File: config.mk
export PLATFORM = sky130hd
export DESIGN_NAME = host_cmd_sequencer
export DESIGN_NICKNAME = d
export VERILOG_FILES = /design/src/rtl/hcs_pkg.sv /design/src/rtl/hcs_quiet_timer.sv /design/src/rtl/hcs_run_regs.sv /design/src/rtl/hcs_ctrl_fsm.sv /design/src/rtl/host_cmd_sequencer.sv
export SDC_FILE = /design/constraint.sdc
export NUM_CORES = 1
export LEC_CHECK = 0
export BUFFER_PORTS_ARGS = -buffer_cell sky130_fd_sc_hd__buf_2
export CORE_AREA = 2 2 413 415
export DETAILED_ROUTE_END_ITERATION = 10
export DIE_AREA = 0 0 415 417
export SLEW_MARGIN = 20
export SYNTH_ARGS = -nofsm -noshare
export SYNTH_HDL_FRONTEND = slang
export SYNTH_SLANG_ARGS = --single-unit
File: constraint.sdc
create_clock -name clk -period 2.45 [get_ports clk]
set_clock_uncertainty 0.05 [all_clocks]
set_input_delay 0.49 -clock clk [delete_from_list [all_inputs] [get_ports clk]]
set_output_delay 0.49 -clock clk [all_outputs]
set_load 0.02 [all_outputs]
File: src/rtl/hcs_pkg.sv
package hcs_pkg;
  localparam int OPC_W = 8;

  localparam logic [OPC_W-1:0] OP_AXON  = 8'd1;
  localparam logic [OPC_W-1:0] OP_SYN   = 8'd2;
  localparam logic [OPC_W-1:0] OP_NRN   = 8'd3;
  localparam logic [OPC_W-1:0] OP_PARAM = 8'd4;
  localparam logic [OPC_W-1:0] OP_STEP  = 8'd6;
  localparam logic [OPC_W-1:0] OP_CONT  = 8'd7;

  typedef enum logic [2:0] {
    ST_RESET     = 3'd0,
    ST_IDLE      = 3'd1,
    ST_AXON_GO   = 3'd2,
    ST_AXON_WAIT = 3'd3,
    ST_STEP      = 3'd4,
    ST_QUIET     = 3'd5,
    ST_FINISH    = 3'd6
  } seq_state_e;
endpackage

File: src/rtl/hcs_quiet_timer.sv
module hcs_quiet_timer #(
  parameter int WAIT_W = 5
) (
  input  logic              clk,
  input  logic              rst_n,
  input  logic              in_wait,
  input  logic              phase2_done,
  input  logic              spike_empty,
  output logic              quiet_full
);
  localparam logic [WAIT_W-1:0] FULL = '1;

  logic [WAIT_W-1:0] quiet_cnt;

  // next value of the quiet counter: advance on a quiet cycle, restart otherwise
  function automatic logic [WAIT_W-1:0] next_quiet(input logic [WAIT_W-1:0] c, input logic q);
    if (q) return c + 1'b1;
    return '0;
  endfunction

  always_ff @(posedge clk or negedge rst_n) begin
    if (!rst_n) quiet_cnt <= '0;
    else        quiet_cnt <= next_quiet(quiet_cnt, in_wait & phase2_done & spike_empty);
  end

  assign quiet_full = (quiet_cnt == FULL);
endmodule

File: src/rtl/hcs_run_regs.sv
module hcs_run_regs #(
  parameter int CNT_W = 32,
  parameter int TMR_W = 64
) (
  input  logic             clk,
  input  logic             rst_n,
  input  logic             exec_clear,
  input  logic             limit_take,
  input  logic [CNT_W-1:0] limit_word,
  input  logic             step_adv,
  input  logic             run_end,
  output logic [CNT_W-1:0] step_limit,
  output logic [CNT_W-1:0] step_count,
  output logic [TMR_W-1:0] run_cycles,
  output logic             run_active,
  output logic             run_finished,
  output logic             last_step
);
  // the step now ending is the last one when the index has reached the limit
  function automatic logic is_last(input logic [CNT_W-1:0] idx, input logic [CNT_W-1:0] lim);
    return idx == lim;
  endfunction

  always_ff @(posedge clk or negedge rst_n) begin
    if (!rst_n) begin
      step_limit   <= '0;
      step_count   <= '0;
      run_cycles   <= '0;
      run_active   <= 1'b0;
      run_finished <= 1'b0;
    end else if (exec_clear) begin
      step_limit   <= limit_take ? limit_word : '0;
      step_count   <= '0;
      run_cycles   <= '0;
      run_active   <= 1'b1;
      run_finished <= 1'b0;
    end else begin
      if (step_adv)   step_count <= step_count + 1'b1;
      if (run_active) run_cycles <= run_cycles + 1'b1;
      if (run_end) begin
        run_active   <= 1'b0;
        run_finished <= 1'b1;
      end
    end
  end

  assign last_step = is_last(step_count, step_limit);
endmodule

File: src/rtl/hcs_ctrl_fsm.sv
module hcs_ctrl_fsm
  import hcs_pkg::*;
(
  input  logic             clk,
  input  logic             rst_n,
  input  logic             host_empty,
  input  logic [OPC_W-1:0] opcode,
  input  logic             syn_full,
  input  logic             nrn_full,
  input  logic             axon_done,
  input  logic             quiet_full,
  input  logic             last_step,
  input  logic             run_active,
  output logic             host_pop,
  output logic             syn_push,
  output logic             nrn_push,
  output logic             param_load,
  output logic             exec_clear,
  output logic             limit_take,
  output logic             axon_start,
  output logic             step_run,
  output logic             step_adv,
  output logic             run_end,
  output seq_state_e       state
);
  seq_state_e nxt;

  always_ff @(posedge clk or negedge rst_n) begin
    if (!rst_n) state <= ST_RESET;
    else        state <= nxt;
  end

  always_comb begin
    nxt        = state;
    host_pop   = 1'b0;
    syn_push   = 1'b0;
    nrn_push   = 1'b0;
    param_load = 1'b0;
    exec_clear = 1'b0;
    limit_take = 1'b0;
    axon_start = 1'b0;
    step_run   = 1'b0;
    step_adv   = 1'b0;
    run_end    = 1'b0;
    case (state)
      ST_RESET: nxt = ST_IDLE;
      ST_IDLE: begin
        if (!host_empty) begin
          case (opcode)
            OP_AXON: begin
              host_pop = 1'b1;
              nxt      = ST_AXON_GO;
            end
            OP_SYN: begin
              if (!syn_full) begin
                host_pop = 1'b1;
                syn_push = 1'b1;
              end
            end
            OP_NRN: begin
              if (!nrn_full) begin
                host_pop = 1'b1;
                nrn_push = 1'b1;
              end
            end
            OP_PARAM: begin
              host_pop   = 1'b1;
              param_load = 1'b1;
            end
            OP_STEP: begin
              host_pop   = 1'b1;
              exec_clear = 1'b1;
              nxt        = ST_STEP;
            end
            OP_CONT: begin
              host_pop   = 1'b1;
              exec_clear = 1'b1;
              limit_take = 1'b1;
              nxt        = ST_AXON_GO;
            end
            default: host_pop = 1'b1;
          endcase
        end
      end
      ST_AXON_GO: begin
        axon_start = 1'b1;
        nxt        = ST_AXON_WAIT;
      end
      ST_AXON_WAIT: begin
        if (axon_done) nxt = run_active ? ST_STEP : ST_IDLE;
      end
      ST_STEP: begin
        step_run = 1'b1;
        nxt      = ST_QUIET;
      end
      ST_QUIET: begin
        if (quiet_full) begin
          if (last_step) begin
            nxt = ST_FINISH;
          end else begin
            step_adv = 1'b1;
            nxt      = ST_AXON_GO;
          end
        end
      end
      ST_FINISH: begin
        run_end = 1'b1;
        nxt     = ST_IDLE;
      end
      default: nxt = ST_IDLE;
    endcase
  end
endmodule

File: src/rtl/host_cmd_sequencer.sv
module host_cmd_sequencer
  import hcs_pkg::*;
#(
  parameter int WORD_W     = 512,
  parameter int SYN_ADDR_W = 23,
  parameter int SYN_DATA_W = 256,
  parameter int NRN_ADDR_W = 17,
  parameter int NRN_DATA_W = 36,
  parameter int NIN_W      = 17,
  parameter int NOUT_W     = 17,
  parameter int THR_W      = 36,
  parameter int MODEL_W    = 2,
  parameter int CNT_W      = 32,
  parameter int TMR_W      = 64,
  parameter int WAIT_W     = 5
) (
  input  logic                                 clk,
  input  logic                                 rst_n,
  input  logic                                 host_empty,
  input  logic [WORD_W-1:0]                    host_word,
  output logic                                 host_pop,
  input  logic                                 syn_full,
  output logic [SYN_ADDR_W+SYN_DATA_W:0]       syn_cmd,
  output logic                                 syn_push,
  input  logic                                 nrn_full,
  output logic [NRN_ADDR_W+NRN_DATA_W:0]       nrn_cmd,
  output logic                                 nrn_push,
  output logic                                 axon_start,
  input  logic                                 axon_done,
  input  logic                                 phase2_done,
  input  logic                                 spike_empty,
  output logic                                 step_run,
  output logic                                 run_active,
  output logic                                 run_finished,
  output logic [CNT_W-1:0]                     step_limit,
  output logic [CNT_W-1:0]                     step_count,
  output logic [TMR_W-1:0]                     run_cycles,
  output logic [NIN_W-1:0]                     cfg_inputs,
  output logic [NOUT_W-1:0]                    cfg_outputs,
  output logic signed [THR_W-1:0]              cfg_threshold,
  output logic [MODEL_W-1:0]                   cfg_model,
  output logic [2:0]                           dbg_state
);
  localparam int SYN_W     = 1 + SYN_ADDR_W + SYN_DATA_W;
  localparam int NRN_W     = 1 + NRN_ADDR_W + NRN_DATA_W;
  localparam int OFS_OUT   = NIN_W;
  localparam int OFS_THR   = NIN_W + NOUT_W;
  localparam int OFS_MODEL = OFS_THR + THR_W;

  // named internal events
  logic             param_load;
  logic             exec_clear;
  logic             limit_take;
  logic             step_adv;
  logic             run_end;
  logic             last_step;
  logic             quiet_full;
  logic [OPC_W-1:0] opcode;
  seq_state_e       state;

  assign opcode  = host_word[WORD_W-1 -: OPC_W];
  assign syn_cmd = host_word[SYN_W-1:0];
  assign nrn_cmd = host_word[NRN_W-1:0];

  hcs_ctrl_fsm u_fsm (
    .clk        (clk),
    .rst_n      (rst_n),
    .host_empty (host_empty),
    .opcode     (opcode),
    .syn_full   (syn_full),
    .nrn_full   (nrn_full),
    .axon_done  (axon_done),
    .quiet_full (quiet_full),
    .last_step  (last_step),
    .run_active (run_active),
    .host_pop   (host_pop),
    .syn_push   (syn_push),
    .nrn_push   (nrn_push),
    .param_load (param_load),
    .exec_clear (exec_clear),
    .limit_take (limit_take),
    .axon_start (axon_start),
    .step_run   (step_run),
    .step_adv   (step_adv),
    .run_end    (run_end),
    .state      (state)
  );

  hcs_quiet_timer #(.WAIT_W(WAIT_W)) u_quiet (
    .clk         (clk),
    .rst_n       (rst_n),
    .in_wait     (state == ST_QUIET),
    .phase2_done (phase2_done),
    .spike_empty (spike_empty),
    .quiet_full  (quiet_full)
  );

  hcs_run_regs #(.CNT_W(CNT_W), .TMR_W(TMR_W)) u_run (
    .clk          (clk),
    .rst_n        (rst_n),
    .exec_clear   (exec_clear),
    .limit_take   (limit_take),
    .limit_word   (host_word[CNT_W-1:0]),
    .step_adv     (step_adv),
    .run_end      (run_end),
    .step_limit   (step_limit),
    .step_count   (step_count),
    .run_cycles   (run_cycles),
    .run_active   (run_active),
    .run_finished (run_finished),
    .last_step    (last_step)
  );

  always_ff @(posedge clk or negedge rst_n) begin
    if (!rst_n) begin
      cfg_inputs    <= '0;
      cfg_outputs   <= '0;
      cfg_threshold <= '0;
      cfg_model     <= '0;
    end else if (param_load) begin
      cfg_inputs    <= host_word[NIN_W-1:0];
      cfg_outputs   <= host_word[OFS_THR-1:OFS_OUT];
      cfg_threshold <= signed'(host_word[OFS_MODEL-1:OFS_THR]);
      cfg_model     <= host_word[OFS_MODEL+MODEL_W-1:OFS_MODEL];
    end
  end

  assign dbg_state = state;
endmodule

==> run_results.csv, run 1 <==
group,metric,value,unit
setup_path,cp_num_buf_inv,2,
detailed_routing,finalWirelength,62200,um
power,switching_share,26.9,%
flow_run,max-cap-violations,0,
place,dp_hpwl,51200,um
clock_network,cts_buffers,28,
setup_path,slowest_delay,0.39,ns
layout,drive_above_1_share,45.4,%
clock_network,cts_root_buf,"clkbuf_16",
layout,fin_cells,3683,
synth,syn-num-nets,1803,
global_route,grt-ovfl-total,0,
power,clkPwrFrac,49.6,%
sta,grt_setup_unrepaired,"true",
synth,avgSynthCellArea,9.76,um^2
setup_path,crit_type,"register to primary output",
layout,fill_cells,19500,
die,core_area,169000,um^2
status,status,"finished, violations left",
die,die_h,417,um
global_route,antenna_found_initial,2,
die,ioPinCount,1064,
setup_path,crit_required,1.91,ns
hold_path,hp-class,"input port to register",
power,power_density,482,nW/um^2
synth,yosys.cell_types.count,55,
setup_path,worst_path_max_delay_cell,"dfrtp_1",
global_route,grt_pass1_wl,81200,um
detailed_routing,wl_per_cell,16.9,um
power,p_leak,7.45,nW
status,violations,"setup timing",
sta,layout_setup_ws,-0.0236,ns
die,die_area,173000,um^2
synth,ys_seq_elements,210,
sta,max_slew_margin,57.7,%
sta,maxSlewViolCount,0,
synth,synth-main-ff-cell,"dfrtp_1",
detailed_routing,via_count,9681,
synth,yosysWarnings,0,
sta,fmax,404,MHz
synth,synthArstFlopShare,100,%
clock_network,clk_pin_slew,0.06,ns
setup_path,arrival,1.93,ns
clock_network,ctsHtreeMaxLevel,1,
global_route,grt_max_degree,56,
setup_path,cpMostUsedCell,"buf_4",
power,power.internal,5.82,mW
global_route,track_usage,6.78,%
die,start_util,7.41,%
hold_path,holdPathStages,2,
clock_network,clkLatencyLatePin,0.60,ns
layout,syn2layout_area_growth,32.2,%
setup_path,r2r_cells,9,
clock_network,clkSinkCount,210,
synth,yosysSeqAreaShare,42.1,%
power,p_comb_share,6.8,%
setup_path,crit_chain,"nor4b_2, buf_4, nand4b_1, nor3b_2, buf_4",
detailed_routing,antenna_left,0,
sta,finalWorstPathRequiredPeriod,2.47,ns
power,switchingPower,2.14,mW
sta,worst_pin_slew,0.634,ns
sta,hold_viol,0,
place,dp.cells,3622,
detailed_routing,viasPerCell,2.63,
place,globalplace.congestion,0.810,
global_route,grt_pass1_vias,9265,
setup_path,r2r_slack,0.14,ns
synth,syn_area,12500,um^2
setup_path,cp.depth,5,
sta,post-route-period-util,101,%
sta,finalSetupViolations,1,
clock_network,ctsLongestPathBuffers,3,
power,peakVddDrop,440,uV
synth,netlist_instances,1279,
power,p_total,7.96,mW
setup_path,cp_max_fo,2,
die,die_x,415,um
synth,synth_edf_count,0,
sta,fin_hold_ws,0.0825,ns
die,rows,151,
power,seqPwrFrac,43.6,%
place,post-place-ws,-0.275,ns
layout,nets,1963,
detailed_routing,initialDrtViolationCount,616,
detailed_routing,firstDrtPassIters,5,
setup_path,cp-start-kind,"register",
sta,setup-tns-final,-0.0236,ns
setup_path,cp-end-kind,"primary output",
clock_network,cts_tree,"done",
setup_path,critPathTopFamily,"simple AND/OR/NAND/NOR gates",
detailed_routing,drc,0,
place,io_buffer_count,423,
## per-stage QoR
| stage | util [%] | instance area (um^2) |
|---|---|---|
| floorplan | - | 12500 |
| global placement | 9.20 | 15500 |
| detailed placement | 9.20 | 15500 |
| CTS | 9.76 | 16400 |
| global route | 9.79 | 16500 |
| finish | 9.80 | 16500 |
## final timing paths
path,startpoint,end
setup / recovery,u_fsm.state[2]$_DFFE_PN0P_,nrn_push
hold / removal,host_word[68],cfg_threshold[34]$_DFFE_PN0P_
setup reg to reg,u_quiet.quiet_cnt[0]$_DFF_PN0_,u_run.step_count[26]$_DFFE_PN0P_
hold reg to reg,u_quiet.quiet_cnt[0]$_DFF_PN0_,u_quiet.quiet_cnt[0]$_DFF_PN0_
max in group asynchronous,rst_n,u_run.run_cycles[39]$_DFFE_PN0P_
min in group asynchronous,rst_n,cfg_threshold[32]$_DFFE_PN0P_
## sequential cells by signal (all words and copies together), names as in the netlist
name                count
u_run.run_cycles       64
cfg_threshold          36
u_run.step_count       32
u_run.step_limit       32
cfg_inputs             17
cfg_outputs            17
u_quiet.quiet_cnt       5
u_fsm.state             3
cfg_model               2
u_run.run_active        1
u_run.run_finished      1
## cells in the mapped netlist (5+ instances only)
cell type,count,share of area (%)
buf_4,337,20
dfrtp_1,210,42
nand2_1,124,3.7
nor2_1,89,2.7
xnor2_1,83,5.8
mux2_2,72,6.5
nand3_1,71,2.8
buf_2,30,1.2
nand4_1,28,1.4
nor3_1,22,0.88
a21oi_1,20,0.80
xor2_1,18,1.3
and3_1,16,0.80
inv_1,15,0.45
clkbuf_1,14,0.42
nor4_1,13,0.65
mux2i_1,11,0.88
and2_1,9,0.45
and4_1,9,0.63
o21ai_0,8,0.32
nand2b_1,6,0.30
or3_1,6,0.30
or4_1,6,0.36
a31o_2,5,0.35
o31ai_1,5,0.30
## power by group through the flow
stage	Clock [mW]	Sequential (mW)	Combinational [mW]
finish	3.95	3.47	0.539
global route	4.29	3.47	0.577
CTS	4.16	3.47	0.555
detailed placement	0	3.53	0.553
global placement	0	3.53	0.548
floorplan	0	3.54	0.817
## placed cells by master (no fill, tap or decap), types with 8 or more instances in the layout
cell type	instances
and3_1	13
buf_2	419
clkbuf_16	28
clkbuf_1	8
xor2_1	18
xnor2_1	83
mux2i_1	11
nor2_1	89
nor4_1	12
and2_1	9
buf_12	16
nand3_1	70
and4_1	9
nand4_1	28
inv_1	15
buf_4	75
o21ai_0	8
nand2_1	123
dfrtp_1	210
a21oi_1	19
mux2_2	72
nor3_1	19
## repair_timing
item                       in CTS  in global routing
setup buffers                   2                  2
pin swaps                       2                  3
hold buffers                    1                  0
gates resized for setup         8                 11
setup endpoints to repair      12                 20
hold endpoints to repair       48                  0
## cells by family after synthesis
kind of cell / count (synthesis) / share of synthesized area, %
adder cells (fa/ha/maj): 4 / 0.401
AO/OA/AOI/OAI: 57 / 3.04
multiplexers: 83 / 7.37
flip-flops: 210 / 42.1
XOR/XNOR: 101 / 7.08
AND/OR/NAND/NOR: 426 / 17.6
buffers and inverters: 398 / 22.5
## cell type report
cell class	instances	area (um^2)	share of cell area (%)
Clock inverter	12	92.6	0.561
Multi-Input combinational cell	671	4530	27.4
Sequential cell	210	5260	31.8
Inverter	15	56.3	0.341
Tap cell	2218	2780	16.8
Antenna cell	5	12.5	0.0758
Clock buffer	39	772	4.68
Timing Repair Buffer	513	3020	18.3
## per-layer routing
| metal | vias to the layer above | GRT usage [%] | part of all wire, % |
|---|---|---|---|
| met5 | - | 0.472 | 0.19 |
| met4 | 6 | 2.62 | 3.7 |
| met3 | 120 | 3.23 | 11 |
| met2 | 513 | 12.6 | 54 |
| met1 | 4769 | 6.30 | 31 |
| li1 | 4273 | - | - |
No activity file was read; power rests on OpenSTA's default activity.
==> run 2, diff against run 1 <==
CORE_AREA = 2 2 411 413   (was 2 2 413 415)
DIE_AREA = 0 0 413 415   (was 0 0 415 417)
clock period = 2.1 ns   (was 2.45 ns; I/O delays follow)
==> run 2 against run 1 <==
First-iteration DRC count increased by 1.1%. Die area shrank 0.96%. Sequential power is 17% higher. Count of clock-buffer cells in the layout increased by 2. Wire length grew 41%. Critical endpoint unchanged. Cell area grew 14%. Power increased by 28%. The run still ends with setup timing left. Clock power is 34% higher. Cell count is 4.3% higher. Register-to-register slack got worse by 0.30 ns. Setup slack got worse by 0.48 ns.
==> run_results.csv, run 2 (synthesized netlist as in run 1, its figures left out) <==
group,metric,value,unit
flow_run,max-cap-violations,0,
die,start_util,7.49,%
clock_network,clk_pin_slew,0.06,ns
place,post-place-ws,-0.390,ns
die,die_h,415,um
clock_network,clkSinkCount,210,
global_route,grt_pass1_wl,108000,um
setup_path,r2r-end,"u_run.step_count[26]$_DFFE_PN0P_",
power,switchingPower,2.84,mW
power,p_total,10.2,mW
clock_network,cts_tree,"done",
detailed_routing,drc,0,
setup_path,worstSetupStartpoint,"u_fsm.state[2]$_DFFE_PN0P_",
setup_path,cp_max_fo,2,
place,io_buffer_count,423,
power,clkPwrFrac,51.8,%
detailed_routing,antenna_left,0,
die,die_x,413,um
die,core_area,167000,um^2
layout,drive_above_1_share,54.2,%
hold_path,holdPathStages,3,
place,dp_hpwl,76200,um
layout,register_area,5270,um^2
detailed_routing,initialDrtViolationCount,623,
die,ioPinCount,1064,
place,globalplace.congestion,0.873,
global_route,grt-ovfl-total,0,
sta,setup-tns-final,-2.42,ns
global_route,grt_max_degree,46,
power,power_density,542,nW/um^2
clock_network,clkLatencyLatePin,0.64,ns
layout,nets,2138,
place,dp.cells,3731,
clock_network,cts_root_buf,"clkbuf_16",
global_route,grt_pass1_vias,10600,
die,rows,150,
detailed_routing,firstDrtPassIters,5,
global_route,track_usage,9.74,%
layout,fin_cells,3843,
status,violations,"setup timing",
sta,hold_viol,0,
place,placed_cell_area,16500,um^2
layout,multiInputGateArea,5040,um^2
sta,post-route-period-util,124,%
power,p_leak,8.56,nW
power,peakVddDrop,551,uV
global_route,antenna_found_initial,17,
setup_path,crit_type,"register to primary output",
status,status,"finished, violations left",
power,seqPwrFrac,39.8,%
setup_path,r2r_cells,9,
layout,fin_util,11.3,%
setup_path,r2r_start,"u_fsm.state[1]$_DFFE_PN0P_",
die,die_area,171000,um^2
sta,fin_hold_ws,0.0812,ns
layout,stdcell_area,18800,um^2
setup_path,cp-end-kind,"primary output",
sta,layout_setup_ws,-0.506,ns
sta,fmax,384,MHz
sta,maxSlewViolCount,0,
layout,largestRegisters,"u_run.run_cycles (64), cfg_threshold (36)",
sta,max_slew_margin,59.3,%
power,p_comb_share,8.4,%
layout,final_common_cell,"buf_2",
layout,syn2layout_area_growth,50.4,%
detailed_routing,finalWirelength,87600,um
layout,largest_reg_flops,64,
setup_path,r2r_slack,-0.16,ns
layout,regMostFlops,"u_run.run_cycles",
hold_path,worstHoldEndpoint,"u_run.step_limit[21]$_DFFE_PN0N_",
clock_network,cts_buffers,30,
clock_network,ctsHtreeMaxLevel,1,
layout,fill_cells,19100,
setup_path,arrival,2.14,ns
hold_path,hp-class,"input port to register",
setup_path,cp-start-kind,"register",
hold_path,min_from,"host_word[21]",
sta,grt_setup_unrepaired,"true",
power,switching_share,27.9,%
power,power.internal,7.34,mW
sta,worst_pin_slew,0.610,ns
detailed_routing,viasPerCell,2.80,
setup_path,crit_required,1.63,ns
clock_network,ctsLongestPathBuffers,3,
detailed_routing,wl_per_cell,22.8,um
layout,final_cell_mix,"buf_2 (408), dfrtp_1 (197), buf_4 (188), nand2_1 (122), nor2_1 (89)",
detailed_routing,via_count,10800,
sta,finalWorstPathRequiredPeriod,2.61,ns
sta,finalSetupViolations,25,
==> run 2: worst max-delay path by stage <==
stage                     slack [ns]  depth (start not counted)                               end
after detailed placement       -0.39                          8  u_run.step_count[10]$_DFFE_PN0P_
final                          -0.51                          5                          nrn_push
after global routing           -0.61                          5                          nrn_push
after floorplan                -0.07                          4                          nrn_push
after global placement         -0.39                          8  u_run.step_count[10]$_DFFE_PN0P_
after CTS                      -0.59                          5                          syn_push
==> run 2: layout make-up <==
type | count | share of cell area (%)
clock inverters | 13 | 0.779
flip-flops and latches | 210 | 28.1
well taps | 2204 | 14.7
clock buffers | 41 | 4.54
inverters | 15 | 0.300
repair buffers | 685 | 24.8
diodes | 3 | 0.0400
multi-input cells | 672 | 26.8
==> run 2: timing repair <==
item,in CTS,in global routing
pin swaps,36,26
setup endpoints to repair,52,64
hold endpoints to repair,63,0
buffers inserted,20,8
gates resized for setup,104,49
hold buffers,32,0
gates cloned,3,0
==> run 2: worst max-delay path, cell delays in order (launching register included) <==
cell and delay, ns:
dfrtp_1 0.41, nor4b_4 0.30, buf_4 0.16, nand4b_1 0.22
nor3b_4 0.28, buf_6 0.15
==> run 2: power by group through the flow <==
stage               clock, mW  combinational [mW]  sequential (mW)
floorplan                   0               0.955             4.12
global placement            0               0.828             4.12
detailed placement          0               0.832             4.12
CTS                      5.49               0.885             4.05
global route             5.60               0.897             4.05
finish                   5.28               0.858             4.05
==> run 2: per-layer routing <==
layer	global-route usage, %	vias up	part of all wire (%)
li1	-	4626	-
met1	9.86	5284	35
met2	16.1	709	46
met3	6.03	141	15
met4	3.72	0	4.5
met5	0.339	-	0
